$ cat config.mk
export PLATFORM = sky130hd
export DESIGN_NAME = bistLinkChecker
export DESIGN_NICKNAME = d
export VERILOG_FILES = /design/src/rtl/bistChkPkg.sv /design/src/rtl/bistLoopCtrl.sv /design/src/rtl/bistPatternPath.sv /design/src/rtl/bistLinkChecker.sv
export SDC_FILE = /design/constraint.sdc
export NUM_CORES = 1
export LEC_CHECK = 0
export BUFFER_PORTS_ARGS = -buffer_cell sky130_fd_sc_hd__buf_2
export CAP_MARGIN = 15
export CORE_UTILIZATION = 51
export DETAILED_ROUTE_END_ITERATION = 16
export GPL_TIMING_DRIVEN = 0
export MAX_ROUTING_LAYER = met4
export PLACE_DENSITY = 0.74
export SYNTH_ARGS = -nofsm -noshare
export SYNTH_HDL_FRONTEND = slang
export SYNTH_SLANG_ARGS = --single-unit
$ cat constraint.sdc
create_clock -name clk -period 1.9 [get_ports clk]
set_input_delay 0.095 -clock clk [delete_from_list [all_inputs] [get_ports clk]]
set_output_delay 0.095 -clock clk [all_outputs]
set_load 0.01 [all_outputs]
$ cat src/rtl/bistChkPkg.sv
package bistChkPkg;
  localparam int BYTE_W = 8;
  typedef logic [BYTE_W-1:0] byte_t;

  typedef struct packed {
    logic check;       // compare this byte time
    logic seedLoad;    // reload generator with seed
    logic advance;     // step generator
    logic markerSlot;  // loop position expects the marker
    logic violSlot;    // loop position carries a deliberate violation
  } ctlStrobes_t;
endpackage

$ cat src/rtl/bistLoopCtrl.sv
module bistLoopCtrl
  import bistChkPkg::*;
#(
  parameter int SLOT_SHIFT  = 6,
  parameter int SLOT_OFFSET = 32
) (
  input  logic        clk,
  input  logic        rstN,
  input  logic        bistEnN,
  input  logic        initHit,
  output ctlStrobes_t strobes,
  output logic        armed,
  output logic        loopPulse
);
  localparam logic [SLOT_SHIFT-1:0] SLOT_HIT = SLOT_OFFSET[SLOT_SHIFT-1:0];

  byte_t pos;
  logic  atEnd;
  logic  checkNow;

  assign atEnd    = (pos == '1);
  assign checkNow = armed & ~bistEnN;

  always_ff @(posedge clk) begin
    if (!rstN || bistEnN) begin
      armed <= 1'b0;
    end else if (!armed && initHit) begin
      armed <= 1'b1;
    end
  end

  always_ff @(posedge clk) begin
    if (!rstN || !checkNow) begin
      pos <= '0;
    end else begin
      pos <= pos + 1'b1;
    end
  end

  always_ff @(posedge clk) begin
    if (!rstN) begin
      loopPulse <= 1'b0;
    end else begin
      loopPulse <= checkNow & atEnd;
    end
  end

  always_comb begin
    strobes.check      = checkNow;
    strobes.advance    = checkNow & ~atEnd;
    strobes.seedLoad   = ~checkNow | atEnd;
    strobes.markerSlot = atEnd;
    strobes.violSlot   = ~atEnd & (pos[SLOT_SHIFT-1:0] == SLOT_HIT);
  end
endmodule

$ cat src/rtl/bistPatternPath.sv
module bistPatternPath
  import bistChkPkg::*;
#(
  parameter byte_t SEED      = 8'h01,
  parameter byte_t TAPS      = 8'hB8,
  parameter byte_t INIT_CODE = 8'hBC,
  parameter byte_t MARK_CODE = 8'h3C
) (
  input  logic        clk,
  input  logic        rstN,
  input  ctlStrobes_t strobes,
  input  byte_t       rxData,
  input  logic        rxSpecial,
  input  logic        rxViol,
  output logic        initHit,
  output logic        errFlag,
  output byte_t       dataOut,
  output logic        specialOut
);
  byte_t lfsr;
  byte_t expData;
  logic  expSpecial;
  logic  charDiff;
  logic  missRaw;

  always_ff @(posedge clk) begin
    if (!rstN || strobes.seedLoad) begin
      lfsr <= SEED;
    end else if (strobes.advance) begin
      lfsr <= {lfsr[BYTE_W-2:0], ^(lfsr & TAPS)};
    end
  end

  assign expData    = strobes.markerSlot ? MARK_CODE : lfsr;
  assign expSpecial = strobes.markerSlot;
  assign charDiff   = (rxData != expData) | (rxSpecial != expSpecial);
  assign missRaw    = strobes.violSlot ? rxViol : (rxViol | charDiff);
  assign initHit    = rxSpecial & ~rxViol & (rxData == INIT_CODE);

  always_ff @(posedge clk) begin
    if (!rstN) begin
      errFlag <= 1'b0;
    end else begin
      errFlag <= strobes.check & missRaw;
    end
  end

  assign dataOut    = strobes.check ? expData : rxData;
  assign specialOut = strobes.check ? expSpecial : rxSpecial;
endmodule

$ cat src/rtl/bistLinkChecker.sv
module bistLinkChecker
  import bistChkPkg::*;
#(
  parameter byte_t SEED        = 8'h01,
  parameter byte_t TAPS        = 8'hB8,
  parameter byte_t INIT_CODE   = 8'hBC,
  parameter byte_t MARK_CODE   = 8'h3C,
  parameter int    SLOT_SHIFT  = 6,
  parameter int    SLOT_OFFSET = 32
) (
  input  logic       clk,
  input  logic       rstN,
  input  logic       bistEnN,
  input  logic       bypassMode,
  input  logic [7:0] rxData,
  input  logic       rxSpecial,
  input  logic       rxViol,
  output logic       rdy,
  output logic       errFlag,
  output logic [7:0] dataOut,
  output logic       specialOut,
  output logic       useDecoded
);
  ctlStrobes_t strobes;
  logic        armed;
  logic        loopPulse;
  logic        initHit;

  bistLoopCtrl #(
    .SLOT_SHIFT (SLOT_SHIFT),
    .SLOT_OFFSET(SLOT_OFFSET)
  ) ctrl_i (
    .clk      (clk),
    .rstN     (rstN),
    .bistEnN  (bistEnN),
    .initHit  (initHit),
    .strobes  (strobes),
    .armed    (armed),
    .loopPulse(loopPulse)
  );

  bistPatternPath #(
    .SEED     (SEED),
    .TAPS     (TAPS),
    .INIT_CODE(INIT_CODE),
    .MARK_CODE(MARK_CODE)
  ) path_i (
    .clk       (clk),
    .rstN      (rstN),
    .strobes   (strobes),
    .rxData    (rxData),
    .rxSpecial (rxSpecial),
    .rxViol    (rxViol),
    .initHit   (initHit),
    .errFlag   (errFlag),
    .dataOut   (dataOut),
    .specialOut(specialOut)
  );

  assign rdy        = ~armed | loopPulse;
  assign useDecoded = ~bypassMode | ~bistEnN;
endmodule

==> impl_metrics.py <==
metrics = {
    "status": {
        "outcome": "completed",
    },
    "pwr": {
        "p_int_mw": 0.510,
        "leakage_nw": 0.531,
        "comb_power_share_pct": 10.1,
        "power_density_nw_per_um2": 521,
        "swShare_pct": 22.9,
        "power_mw": 0.662,
        "ir_worst_vdd_mv": 0.439,
        "p_clk_share_pct": 29.8,
        "p_seq_share_pct": 60.1,
        "p_switching_mw": 0.152,
    },
    "route": {
        "wire_per_inst_um": 12.1,
        "wl_met3_um": 83,
        "vias": 1000,
        "m1WireLength_um": 1060,
        "vias_per_cell": 5.26,
        "routed_wl_um": 2300,
        "drtPass1Iterations": 4,
        "ant_nets": 0,
        "topRoutingLayerUsed": "met4",
        "remaining_drc_errors": 0,
        "drtIter0Drc": 21,
        "met2WireLength_um": 1150,
    },
    "logic_synthesis": {
        "synth_ff_type": "dfxtp_1",
        "synth_enable_flop_cells": 0,
        "seq_area_frac_synth_pct": 36.0,
        "synthCells": 133,
        "yosysUniqueCellTypes": 35,
        "async_flop_share_pct": 0,
        "syn_nets": 149,
        "synth-seq-cells": 19,
        "syn-cell-area_sq_um": 1060,
        "ys_warn_count": 0,
        "syn-mean-instance-area_sq_um": 7.95,
    },
    "cts": {
        "clkTransAtPathRegs_ps": 110,
        "cts_tree": "done",
        "cts_max_path_buffers": 2,
        "cts_buffers": 3,
        "htree_levels": 1,
        "clkLatencyLatePin_ps": 290,
        "cts_root_buf": "clkbuf_4",
        "clock_sinks": 19,
    },
    "floorplanning": {
        "dieArea_sq_um": 2260,
        "num_rows": 16,
        "initial_core_util_pct": 53.9,
        "die_x_um": 47.5,
        "ios": 26,
        "die_h_um": 47.5,
        "coreArea_sq_um": 1960,
    },
    "global_route": {
        "antenna_found_initial": 0,
        "grt_pass1_wl_um": 3550,
        "grt_max_degree": 11,
        "grt_pass1_vias": 814,
        "overflow": 0,
        "gr-usage-all-layers_pct": 23.3,
    },
    "sta": {
        "fin_skew_ps": 9.52,
        "final_max_slew_viol_count": 0,
        "rsz0062_at_grt": "no",
        "report.final.hold_viol_count": 0,
        "setup_violations": 0,
        "period_share_pct": 93.7,
        "worst_pin_slew_ps": 347,
        "fin_hold_ws_ps": 75.2,
        "timing.fmax_ghz": 0.562,
        "slew_headroom_pct": 76.9,
        "finalSetupTns_ps": 0,
        "period_minus_slack_ps": 1780,
    },
    "final_layout": {
        "final_cells": 190,
        "final_area_sq_um": 1270,
        "nets": 180,
        "synthToLayoutAreaGrowth_pct": 20.1,
        "insertedDiodeCount": 0,
        "drive_gt1_share_pct": 22.7,
    },
    "critical_path": {
        "slowest_delay_ps": 390,
        "crit_chain": "ha_4 > nand3_4 > or2_1 > buf_6 > nand3_1 > o21ai_0 > buf_2",
        "cp-startpoint": "ctrl_i.pos[1]$_SDFF_PP0_",
        "crit_required_ps": 1800,
        "start_kind": "flop",
        "end_kind": "primary output",
        "crit_arrival_ps": 1690,
        "timing.rr.start": "ctrl_i.pos[1]$_SDFF_PP0_",
        "critical_path.max_fanout": 9,
        "path_class": "reg2out",
        "slowest_stage": "dfxtp_1",
    },
    "min_path": {
        "hold_path.class": "in2reg",
        "worstHoldStart": "rstN",
    },
    "placed_design": {
        "place_area_sq_um": 1220,
        "io_buffers": 25,
        "dpl.cell_count": 185,
        "finalWeightedCongestion": 0.887,
        "hpwl_um": 1750,
    },
    "job": {
        "maxCapViolCount": 0,
    },
}
[worst max-delay path, delay by kind of cell, from the launching register on]
kind	cells	cell delay, ps
simple gates	3	470
compound gates	1	80
buf+inv	2	280
flops	1	390
fa+ha+maj	1	170
[logic make-up (layout without fill, tap and decap cells)]
group,after synthesis,count (layout),share of synthesized area [%]
AO/OA/AOI/OAI,25,25,13.4
XOR/XNOR,10,10,8.28
adder cells (fa/ha/maj),2,2,2.37
buffers and inverters,8,38,3.55
flip-flops,19,19,36.0
multiplexers,2,2,1.89
AND/OR/NAND/NOR,67,67,34.6
[power groups by stage]
stage	logic, mW	clock network (mW)	registers [mW]
2_1_floorplan	0.0290	0	0.407
3_3_place_gp	0.0628	0	0.407
3_5_place_dp	0.0647	0	0.407
4_1_cts	0.0665	0.202	0.398
5_1_grt	0.0753	0.215	0.398
6_report	0.0667	0.197	0.398
[synthesized netlist by cell type (3+ instances only)]
cell	n	share of area, %
a21oi_1	6	2.8
xor2_1	6	5.0
o21ai_0	11	5.2
inv_1	5	1.8
nand2_1	18	6.4
and3_1	4	2.4
nand2b_1	3	1.8
nor2_1	15	5.3
xnor2_1	4	3.3
and2_1	6	3.6
nand3_1	6	2.8
dfxtp_1	19	36
[cells in the final DEF, fill, tap and decap left out, drive strengths merged, types with 3 or more instances in the layout]
cell type / instances
dfxtp: 19
nand2: 18
and3: 5
xor2: 6
buf: 26
a21oi: 6
and2: 6
inv: 5
o21ai: 12
xnor2: 4
nand2b: 3
nor2: 16
clkbuf: 6
nand3: 7
[repair_timing]
| action | 4_1_cts | 5_1_grt |
|---|---|---|
| hold buffers | 1 | 0 |
| gates resized for setup | 0 | 6 |
| endpoints found under the hold margin | 1 | 0 |
| setup endpoints to repair | 0 | 8 |
| buffers inserted | 0 | 0 |
[through the flow]
stage / util (%) / setup slack (ps)
after floorplan: - / 394
after global placement: 62.0 / 268
after detailed placement: 62.0 / 229
after CTS: 63.8 / 14.8
after global routing: 64.7 / 11.9
final: 64.7 / 119
[path summary, 6_finish.rpt]
| check | endpoint | slack [ps] | cells past startpoint |
|---|---|---|---|
| min reg2reg | ctrl_i.pos[0]$_SDFF_PP0_ | 470 | 1 |
| max | dataOut[7] | 120 | 7 |
| max reg2reg | path_i.errFlag$_SDFF_PN0_ | 300 | 6 |
| min | ctrl_i.pos[1]$_SDFF_PP0_ | 80 | 2 |
[registers in the layout (all words and copies together) (netlist names)]
name and count:
ctrl_i.pos 8, path_i.lfsr 8, ctrl_i.armed 1, ctrl_i.loopPulse 1, path_i.errFlag 1
[cell type report]
cell class	instances	area (sq um)
Multi-Input combinational cell	106	654
Buffer	3	20.0
Timing Repair Buffer	26	135
Tap cell	27	33.8
Inverter	5	18.8
Clock buffer	4	26.3
Fill cell	191	692
Sequential cell	19	382
[layer usage]
| layer | track usage, % | up-vias |
|---|---|---|
| li1 | - | 516 |
| met1 | 31.4 | 455 |
| met2 | 35.3 | 27 |
| met3 | 4.91 | 2 |
| met4 | 6.67 | 0 |
| met5 | - | - |
Note: power is estimated with default switching activity, not from simulation.
